## src/rtl/wdma_pkg.sv

```systemverilog
`timescale 1ns/1ps
package wdma_pkg;

   typedef enum logic [1:0] {
      ST_IDLE = 2'd0,
      ST_ARM  = 2'd1,
      ST_RD   = 2'd2,
      ST_WR   = 2'd3
   } wdma_state_e;

   localparam logic [2:0] SEL_DEV_BASE = 3'd0;
   localparam logic [2:0] SEL_DEV_OFF  = 3'd1;
   localparam logic [2:0] SEL_BUF_PTR  = 3'd2;
   localparam logic [2:0] SEL_WORDS    = 3'd3;
   localparam logic [2:0] SEL_CTRL     = 3'd4;

   localparam int unsigned CB_GO    = 0;
   localparam int unsigned CB_TODEV = 1;
   localparam int unsigned CB_PACED = 2;
   localparam int unsigned CB_ACK   = 3;

   typedef struct packed {
      logic to_dev;
      logic paced;
   } wdma_mode_t;

endpackage

```

## src/rtl/wdma_regs.sv

```systemverilog
`timescale 1ns/1ps
module wdma_regs
   import wdma_pkg::*;
#(
   parameter int unsigned AW = 32,
   parameter int unsigned DW = 32,
   parameter int unsigned CW = 16
) (
   input  logic            clk,
   input  logic            rst_n,
   input  logic            cfg_we,
   input  logic [2:0]      cfg_sel,
   input  logic [DW-1:0]   cfg_wdata,
   input  logic            engine_idle,
   input  logic            start_ack,
   input  logic            done_set,
   output logic [AW-1:0]   dev_base,
   output logic [AW-1:0]   dev_off,
   output logic [AW-1:0]   buf_ptr,
   output logic [CW-1:0]   word_total,
   output wdma_mode_t      mode,
   output logic            go_pend,
   output logic            base_valid,
   output logic            done_irq
);

   logic wr_ctrl;
   logic cfg_unused;

   assign wr_ctrl    = cfg_we && (cfg_sel == SEL_CTRL);
   assign cfg_unused = ^cfg_wdata;

   generate
      if (DW < AW || DW < CW || DW < 4) begin : g_bad_width
         $error("wdma_regs: data width too narrow for the registers");
      end
   endgenerate

   always_ff @(posedge clk or negedge rst_n) begin
      if (!rst_n) begin
         dev_base   <= '0;
         dev_off    <= '0;
         buf_ptr    <= '0;
         word_total <= '0;
         base_valid <= 1'b0;
      end else if (cfg_we) begin
         case (cfg_sel)
            SEL_DEV_BASE: begin
               dev_base   <= cfg_wdata[AW-1:0];
               base_valid <= 1'b1;
            end
            SEL_DEV_OFF: dev_off    <= cfg_wdata[AW-1:0];
            SEL_BUF_PTR: buf_ptr    <= cfg_wdata[AW-1:0];
            SEL_WORDS:   word_total <= cfg_wdata[CW-1:0];
            default: ;
         endcase
      end
   end

   always_ff @(posedge clk or negedge rst_n) begin
      if (!rst_n) begin
         mode    <= '0;
         go_pend <= 1'b0;
      end else begin
         if (wr_ctrl && engine_idle) begin
            mode.to_dev <= cfg_wdata[CB_TODEV];
            mode.paced  <= cfg_wdata[CB_PACED];
         end
         if (start_ack)
            go_pend <= 1'b0;
         else if (wr_ctrl && engine_idle && cfg_wdata[CB_GO])
            go_pend <= 1'b1;
      end
   end

   always_ff @(posedge clk or negedge rst_n) begin
      if (!rst_n)
         done_irq <= 1'b0;
      else if (done_set)
         done_irq <= 1'b1;
      else if (wr_ctrl && cfg_wdata[CB_ACK])
         done_irq <= 1'b0;
   end

   // completion stays up until acknowledged
   p_done_hold_r9: assert property (@(posedge clk) disable iff (!rst_n)
      (done_irq && !(wr_ctrl && cfg_wdata[CB_ACK])) |=> done_irq);

   // base written flag never falls without reset
   p_base_sticky_r7: assert property (@(posedge clk) disable iff (!rst_n)
      base_valid |=> base_valid);

endmodule

```

## src/rtl/wdma_agen.sv

```systemverilog
`timescale 1ns/1ps
module wdma_agen #(
   parameter int unsigned AW       = 32,
   parameter int unsigned CW       = 16,
   parameter int unsigned STEP_LG2 = 0
) (
   input  logic [AW-1:0] dev_base,
   input  logic [AW-1:0] dev_off,
   input  logic [AW-1:0] buf_ptr,
   input  logic [CW-1:0] idx,
   input  logic          to_dev,
   input  logic          wr_phase,
   output logic [AW-1:0] m_addr
);

   logic [AW-1:0] dev_addr;
   logic [AW-1:0] buf_off;
   logic [AW-1:0] buf_addr;
   logic          use_dev;

   generate
      if (CW > AW) begin : g_bad_idx
         $error("wdma_agen: index wider than address");
      end
      if (STEP_LG2 == 0) begin : g_unit_step
         assign buf_off = AW'(idx);
      end else begin : g_scaled_step
         assign buf_off = AW'(idx) << STEP_LG2;
      end
   endgenerate

   assign dev_addr = dev_base + dev_off;
   assign buf_addr = buf_ptr + buf_off;
   // read side uses the device when moving toward the buffer, and vice versa
   assign use_dev  = (to_dev == wr_phase);
   assign m_addr   = use_dev ? dev_addr : buf_addr;

endmodule

```

## src/rtl/wdma_seq.sv

```systemverilog
`timescale 1ns/1ps
module wdma_seq
   import wdma_pkg::*;
#(
   parameter int unsigned DW        = 32,
   parameter int unsigned CW        = 16,
   parameter bit          EDGE_PACE = 1'b1
) (
   input  logic          clk,
   input  logic          rst_n,
   input  logic          go_pend,
   input  logic [CW-1:0] word_total,
   input  logic          paced,
   input  logic          base_valid,
   input  logic          dev_irq,
   input  logic          m_ready,
   input  logic [DW-1:0] m_rdata,
   output logic          start_ack,
   output logic          done_set,
   output wdma_state_e   state,
   output logic [CW-1:0] idx,
   output logic          wr_phase,
   output logic          m_req,
   output logic          m_we,
   output logic [DW-1:0] m_wdata
);

   wdma_state_e   state_q, state_d;
   logic [CW-1:0] remain_q;
   logic [CW-1:0] idx_q;
   logic [DW-1:0] data_q;
   logic          fire;
   logic          consume;
   logic          last_word;

   assign consume   = (state_q == ST_ARM) && fire;
   assign last_word = (remain_q == CW'(1));

   generate
      if (EDGE_PACE) begin : g_edge
         logic irq_q;
         logic evt_q;
         always_ff @(posedge clk or negedge rst_n) begin
            if (!rst_n) begin
               irq_q <= 1'b0;
               evt_q <= 1'b0;
            end else begin
               irq_q <= dev_irq;
               evt_q <= (evt_q & ~(consume | start_ack)) |
                        (dev_irq & ~irq_q & base_valid);
            end
         end
         assign fire = evt_q;
      end else begin : g_level
         assign fire = dev_irq & base_valid;
      end
   endgenerate

   always_comb begin
      state_d   = state_q;
      start_ack = 1'b0;
      done_set  = 1'b0;
      case (state_q)
         ST_IDLE: begin
            if (go_pend) begin
               start_ack = 1'b1;
               if (word_total == '0)
                  done_set = 1'b1;
               else
                  state_d = paced ? ST_ARM : ST_RD;
            end
         end
         ST_ARM: begin
            if (fire)
               state_d = ST_RD;
         end
         ST_RD: begin
            if (m_ready)
               state_d = ST_WR;
         end
         ST_WR: begin
            if (m_ready) begin
               if (last_word) begin
                  done_set = 1'b1;
                  state_d  = ST_IDLE;
               end else begin
                  state_d = paced ? ST_ARM : ST_RD;
               end
            end
         end
         default: state_d = ST_IDLE;
      endcase
   end

   always_ff @(posedge clk or negedge rst_n) begin
      if (!rst_n) begin
         state_q  <= ST_IDLE;
         remain_q <= '0;
         idx_q    <= '0;
         data_q   <= '0;
      end else begin
         state_q <= state_d;
         if (state_q == ST_IDLE && go_pend) begin
            remain_q <= word_total;
            idx_q    <= '0;
         end
         if (state_q == ST_RD && m_ready)
            data_q <= m_rdata;
         if (state_q == ST_WR && m_ready) begin
            remain_q <= remain_q - CW'(1);
            idx_q    <= idx_q + CW'(1);
         end
      end
   end

   assign state    = state_q;
   assign idx      = idx_q;
   assign wr_phase = (state_q == ST_WR);
   assign m_req    = (state_q == ST_RD) || (state_q == ST_WR);
   assign m_we     = (state_q == ST_WR);
   assign m_wdata  = data_q;

   // a stalled request keeps its kind and its data
   p_req_hold_r3: assert property (@(posedge clk) disable iff (!rst_n)
      (m_req && !m_ready) |=> (m_req && $stable(m_we) && $stable(m_wdata)));

   // a completed read is followed by the write
   p_rd_then_wr_r3: assert property (@(posedge clk) disable iff (!rst_n)
      (m_req && !m_we && m_ready) |=> (m_req && m_we));

   // each write handshake uses up one word
   p_count_step_r8: assert property (@(posedge clk) disable iff (!rst_n)
      (m_req && m_we && m_ready) |=> (remain_q == $past(remain_q) - CW'(1)));

   // no read leaves the wait state before the base is known
   p_irq_gate_r7: assert property (@(posedge clk) disable iff (!rst_n)
      (state_q == ST_ARM && !base_valid) |=> (state_q != ST_RD));

   // block mode chains the next read straight after a write
   p_block_chain_r10: assert property (@(posedge clk) disable iff (!rst_n)
      (m_req && m_we && m_ready && !last_word && !paced) |=> (m_req && !m_we));

endmodule

```

## src/rtl/wdma_engine.sv

```systemverilog
`timescale 1ns/1ps
module wdma_engine
   import wdma_pkg::*;
#(
   parameter int unsigned AW        = 32,
   parameter int unsigned DW        = 32,
   parameter int unsigned CW        = 16,
   parameter bit          EDGE_PACE = 1'b1,
   parameter int unsigned STEP_LG2  = 0
) (
   input  logic          clk,
   input  logic          rst_n,
   input  logic          cfg_we,
   input  logic [2:0]    cfg_sel,
   input  logic [DW-1:0] cfg_wdata,
   input  logic          dev_irq,
   output logic          m_req,
   output logic          m_we,
   output logic [AW-1:0] m_addr,
   output logic [DW-1:0] m_wdata,
   input  logic          m_ready,
   input  logic [DW-1:0] m_rdata,
   output logic          done_irq
);

   localparam int unsigned MAX_WORDS = (1 << CW) - 1;

   generate
      if (CW < 1 || CW > AW || MAX_WORDS < 1) begin : g_bad_count
         $error("wdma_engine: count width out of range");
      end
      if (STEP_LG2 >= AW) begin : g_bad_step
         $error("wdma_engine: step shift exceeds address width");
      end
   endgenerate

   logic [AW-1:0] dev_base;
   logic [AW-1:0] dev_off;
   logic [AW-1:0] buf_ptr;
   logic [CW-1:0] word_total;
   wdma_mode_t    mode;
   logic          go_pend;
   logic          base_valid;
   logic          start_ack;
   logic          done_set;
   wdma_state_e   state;
   logic [CW-1:0] idx;
   logic          wr_phase;
   logic          engine_idle;

   assign engine_idle = (state == ST_IDLE);

   wdma_regs #(.AW(AW), .DW(DW), .CW(CW)) u_regs (
      .clk        (clk),
      .rst_n      (rst_n),
      .cfg_we     (cfg_we),
      .cfg_sel    (cfg_sel),
      .cfg_wdata  (cfg_wdata),
      .engine_idle(engine_idle),
      .start_ack  (start_ack),
      .done_set   (done_set),
      .dev_base   (dev_base),
      .dev_off    (dev_off),
      .buf_ptr    (buf_ptr),
      .word_total (word_total),
      .mode       (mode),
      .go_pend    (go_pend),
      .base_valid (base_valid),
      .done_irq   (done_irq)
   );

   wdma_seq #(.DW(DW), .CW(CW), .EDGE_PACE(EDGE_PACE)) u_seq (
      .clk        (clk),
      .rst_n      (rst_n),
      .go_pend    (go_pend),
      .word_total (word_total),
      .paced      (mode.paced),
      .base_valid (base_valid),
      .dev_irq    (dev_irq),
      .m_ready    (m_ready),
      .m_rdata    (m_rdata),
      .start_ack  (start_ack),
      .done_set   (done_set),
      .state      (state),
      .idx        (idx),
      .wr_phase   (wr_phase),
      .m_req      (m_req),
      .m_we       (m_we),
      .m_wdata    (m_wdata)
   );

   wdma_agen #(.AW(AW), .CW(CW), .STEP_LG2(STEP_LG2)) u_agen (
      .dev_base (dev_base),
      .dev_off  (dev_off),
      .buf_ptr  (buf_ptr),
      .idx      (idx),
      .to_dev   (mode.to_dev),
      .wr_phase (wr_phase),
      .m_addr   (m_addr)
   );

   // the sequencer's completion reaches the interrupt line one cycle later
   p_done_follows_r9: assert property (@(posedge clk) disable iff (!rst_n)
      done_set |=> done_irq);

   // an idle engine drives no request
   p_idle_quiet_r1: assert property (@(posedge clk) disable iff (!rst_n)
      (engine_idle && !go_pend) |=> !m_req);

endmodule

```

## config.mk

```make
export PLATFORM = sky130hd
export DESIGN_NAME = wdma_engine
export DESIGN_NICKNAME = d
export VERILOG_FILES = /design/src/rtl/wdma_pkg.sv /design/src/rtl/wdma_regs.sv /design/src/rtl/wdma_agen.sv /design/src/rtl/wdma_seq.sv /design/src/rtl/wdma_engine.sv
export SDC_FILE = /design/constraint.sdc
export NUM_CORES = 1
export LEC_CHECK = 0
export BUFFER_PORTS_ARGS = -buffer_cell sky130_fd_sc_hd__clkbuf_2
export CAP_MARGIN = 10
export CORE_UTILIZATION = 52
export DETAILED_ROUTE_END_ITERATION = 7
export PLACE_DENSITY_LB_ADDON = 0.3
export SETUP_SLACK_MARGIN = 0.3
export SLEW_MARGIN = 10
export SYNTH_ARGS = -nofsm -noshare
export SYNTH_HDL_FRONTEND = slang
export SYNTH_SLANG_ARGS = --single-unit
```

## constraint.sdc

```tcl
create_clock -name clk -period 3.8 [get_ports clk]
set_input_delay 0 -clock clk [delete_from_list [all_inputs] [get_ports clk]]
set_output_delay 0 -clock clk [all_outputs]
set_load 0.01 [all_outputs]
```

# Word level (Yosys, flattened, before mapping)
# Cells that the tools add are included.
# W data, S select, Z words.
# word_totals
regBits,185
in_bits,72
output_inout_bits,67
# classes
add_sub_neg,4
eq_ne,14
mux,24
bitwise_logic,7
n_reduce_logical,20
# ops
op,count
$mux W16,4
$add A32 B16 Y32,1
$add A32 B32 Y32,1
$mux W32,1
$add A16 B1 Y16 const B,1
$eq A16 B1 Y1 const B,1
$logic_not A16 Y1,1
$sub A16 B1 Y16 const B,1
$mux W2,7
$mux W1,10
$logic_and A1 B1 Y1,8
$ne A2 B2 Y1 const B,4
$pmux W2 S4,1
$reduce_and A2 Y1,4
$eq A3 B2 Y1 const B,2
$reduce_bool A2 Y1,3
$reduce_and A5 Y1,1
$eq A2 B2 Y1 const B,2
$and A1 B1 Y1,3
$eq A3 B1 Y1 const B,1
$eq A3 B3 Y1 const B,1
$logic_not A3 Y1,1
$eq A2 B1 Y1 const B,1
$logic_not A2 Y1,1
other kinds (6),8

# Depth between registers and ports, before layout
# logic_depth
depth_word,6
mapped_depth,10
depth_no_buf,10

# Modules after synthesis
# Synthesis repeated with hierarchy kept, for this count alone.
# hier_totals
hier_cells,989
area_unflattened_um2,10724.0
# modules_own_cells
module,instances,cells_per_inst,area_each_um2
wdma_regs,1,254,4430.5
wdma_seq,1,306,3326.9
wdma_agen,1,428,2962.8
wdma_engine,1,1,3.8

# Least setup slack after synthesis
# OpenSTA, ideal clock, no wires.
# synth_path
path_type,reg-to-output
start,reg u_regs.dev_base[0]
end,out m_addr[28]
arrival_time_ns,2.607
t_required_ns,3.800
path_slack_ns,1.193
path_stages_with_launch,11
n_path_buf,0
cell_sequence,dfrtp_1 ha_1 fa_1 a21o_1 a221oi_2 nor3_2 o211ai_2 a21oi_2 o211a_1 or3_1 a31o_1
# synth_between
elab_chain_len,2
# synth_lines
item,line,text
from (decl),wdma_regs.sv:17,"output logic [AW-1:0] dev_base,"
from (signal assigned),wdma_regs.sv:49,dev_base <= cfg_wdata[AW-1:0];
$add A32 B32 Y32,wdma_agen.sv:32,assign dev_addr = dev_base + dev_off;
$mux W32,wdma_agen.sv:36,assign m_addr = use_dev ? dev_addr : buf_addr;
to (decl),wdma_engine.sv:19,"output logic [AW-1:0] m_addr,"
# Every way passes these cells.

# Final worst setup path
# Same ends and word-level chain as after synthesis.

==> impl_metrics.json <==
{
  "status": "complete, no violations",
  "nFillCells": 1614,
  "cts_tree": "built",
  "core_area_mm2": 0.0197,
  "synth_cell_type_count": 72,
  "fin_nets": 1324,
  "layout_min_cycle_time_ns": 3.38,
  "worstPathCellList": "ha_1 -> fa_1 -> a21o_1 -> a221oi_4 -> nor3_2 -> o211ai_2 -> a21oi_2 -> o211a_1 -> or3_1 -> a31o_1 -> clkbuf_2",
  "pre_cts_ws_ns": 0.880,
  "clk_pin_slew_ns": 0.08,
  "clockBufferDepth": 2,
  "period_share": 0.890,
  "dpl.hpwl_mm": 18.3,
  "whs_path_depth": 5,
  "fin_area_mm2": 0.0129,
  "critical_path.top_delay_family": "compound AO/OA/AOI/OAI gates",
  "htree_num_levels": 4,
  "grt_overflow": 0,
  "fin_ws_ns": 0.419,
  "whs_ns": 0.00720,
  "placed_cell_area_mm2": 0.0115,
  "fin_setup_tns_ns": 0,
  "yosysSeqAreaShare": 0.440,
  "drc_errors": 0,
  "maxSlewViolCount": 0,
  "io_pins": 139,
  "syn_area_mm2": 0.0105,
  "cp_slowest_cell": "fa_1",
  "numPortBuffers": 138,
  "wl_mm": 26.2,
  "grt_use_total": 0.265,
  "grt_pass1_vias": 8381,
  "first_iter_violations": 532,
  "switching_share": 0.412,
  "die_x_um": 144,
  "fin_total_pwr_mw": 8.87,
  "final_common_cell": "dfrtp_1",
  "synth_top_area_share": 0.440,
  "rows": 51,
  "max_clock_freq_mhz": 296,
  "grt_pass1_wl_mm": 42.7,
  "synth_edf_count": 0,
  "place_congestion": 0.892,
  "combinationalPowerShare": 0.464,
  "relSlewSlack": 0.266,
  "synth_area_leaders": "dfrtp_1, mux2_2, ha_1, xnor2_1, nand2_1",
  "tightest_slew_ns": 1.10,
  "finalSetupViolCount": 0,
  "path_buf_inv": 1,
  "antenna_found_initial": 0,
  "p_int_mw": 5.21,
  "viasPerCell": 5.74,
  "yosys.area.top_type": "dfrtp_1",
  "cap_violations": 0,
  "synth_cells": 999,
  "syn_area_per_cell_um2": 10.5,
  "drive_gt1_frac": 0.284,
  "crit_path_max_incr_delay_ns": 0.40,
  "worstSetupPathType": "reg -> out",
  "hold_class": "in -> reg",
  "cp.depth": 11,
  "syn_to_final_growth_pct": 22.0,
  "cp-end-kind": "output pin",
  "switchingPower_mw": 3.65,
  "ant_nets": 0,
  "dieHeight_um": 144,
  "crit_path_start_kind": "flip-flop",
  "synthArstFlopShare": 1.00,
  "num_antenna_cells": 0,
  "clock_skew_ns": 0.0154,
  "cp_max_fo": 3,
  "cts_root_buf": "clkbuf_16",
  "ir_worst_vdd_mv": 0.414,
  "wl_per_cell_um": 17.8,
  "clk_latency_ns": 0.44,
  "synth_nets": 1128,
  "clock_power_share": 0.205,
  "r2r_cells": 7,
  "vias": 8456,
  "cts_sinks": 185,
  "p_per_area_mw_per_mm2": 690,
  "die-area_mm2": 0.0208,
  "ys.flop_type": "dfrtp_1",
  "hold_viol": 0,
  "grt_max_degree": 92,
  "cp.arrival_ns": 3.38,
  "pwr-share-seq": 0.331,
  "cts-buffers-inserted": 17,
  "cp.required_ns": 3.80,
  "grt_setup_unrepaired": "false",
  "initial_core_util": 0.536,
  "yosys_register_bits": 185,
  "final_cell_mix": "dfrtp_1, mux2_2, clkbuf_2",
  "leakage_nw": 5.82,
  "ys_warn_count": 0,
  "first_pass_iters": 5
}
metal layers:
| layer | up-vias | track usage | wire [µm] |
|---|---|---|---|
| met5 | - | 0 | 0 |
| met4 | 0 | 0.0742 | 391 |
| met3 | 30 | 0.0424 | 1240 |
| met2 | 246 | 0.427 | 12200 |
| met1 | 4137 | 0.369 | 12400 |
| li1 | 4043 | - | - |
cells by family (layout without fill, tap and decap cells):
| group | Yosys count | after routing | share of synthesized area |
|---|---|---|---|
| buffers and inverters | 66 | 275 | 0.0235 |
| xor gates and xnor gates | 59 | 59 | 0.0491 |
| DFF | 185 | 185 | 0.440 |
| and+or+nand+nor | 253 | 253 | 0.117 |
| adders and majority gates | 57 | 57 | 0.0691 |
| muxes | 152 | 152 | 0.162 |
| AOI/OAI and AO/OA | 227 | 227 | 0.140 |
power by group through the flow:
stage / Sequential [mW] / Combinational [mW] / Clock, mW
after floorplan: 2.94 / 2.62 / 0
after global routing: 3.01 / 4.52 / 1.91
after CTS: 2.92 / 4.06 / 1.83
after global placement: 2.93 / 3.91 / 0
final: 2.94 / 4.11 / 1.81
after detailed placement: 2.95 / 3.98 / 0
path summary, 6_finish.rpt:
kind,startpoint,to,slack (ns)
setup reg to reg,u_seq.state[0]$_DFFE_PN0P_,u_seq.idx[15]$_DFFE_PN0P_,1.41
max in group asynchronous,rst_n,u_regs.dev_off[22]$_DFFE_PN0P_,2.61
hold reg to reg,u_seq.g_edge.irq_q$_DFF_PN0_,u_seq.fire$_DFF_PN0_,0.44
setup / recovery,u_regs.dev_base[0]$_DFFE_PN0P_,m_addr[28],0.42
min in group asynchronous,rst_n,u_regs.word_total[10]$_DFFE_PN0P_,0.24
hold / removal,cfg_we,u_regs.go_pend$_DFFE_PN0P_,0.007
worst min-delay path, cell delays in order:
cell      delay, ns
clkbuf_2       0.09
nand2_1        0.06
nor3_1         0.09
nand3_1        0.10
mux2i_1        0.06
cell usage after synthesis, drive strengths merged (4+ instances only):
master,n
o211ai,12
nor4,11
or3,5
o311ai,5
a22oi,4
a221oi,4
a21boi,4
nand2b,4
a31oi,10
buf,6
xor2,22
a21oi,59
nand4,13
o21bai,7
and3,10
nor2b,5
clkbuf,34
nor3,20
or2,5
dfrtp,185
inv,26
a21o,23
o21ai,62
xnor2,37
o31ai,6
nor2,49
nand3,38
ha,55
nand2,79
mux2,144
a211oi,6
mux2i,8
metrics by stage:
step                utilization  std cells
detailed placement        0.587       1373
global route              0.654       1473
global placement          0.587       1373
finish                    0.654       1473
CTS                       0.652       1472
floorplan                     -        999
sequential cells by signal, summed over array words and instances, names as in the netlist:
name / flops
u_regs.buf_ptr: 32
u_regs.dev_base: 32
u_regs.dev_off: 32
u_seq.m_wdata: 32
u_regs.word_total: 16
u_seq.idx: 16
u_seq.remain_q: 16
u_regs.mode: 2
u_seq.state: 2
u_regs.base_valid: 1
u_regs.done_irq: 1
u_regs.go_pend: 1
u_seq.fire: 1
u_seq.g_edge.irq_q: 1
repair_timing:
item / CTS / global route
hold buffers: 67 / 0
setup buffers: 0 / 1
hold endpoints to repair: 239 / 0
gates resized for setup: 0 / 4
endpoints found under the setup margin: 0 / 7
cell type report:
class / count / area [µm²] / area share
clock buffer: 17 / 425 / 0.0331
clock inverter: 15 / 191 / 0.0149
inverter: 26 / 97.6 / 0.00759
multi-input combinational: 748 / 5710 / 0.444
sequential: 185 / 4630 / 0.360
tap: 265 / 332 / 0.0258
timing repair buffer: 217 / 1470 / 0.114
No activity file was read; power rests on OpenSTA's default activity.
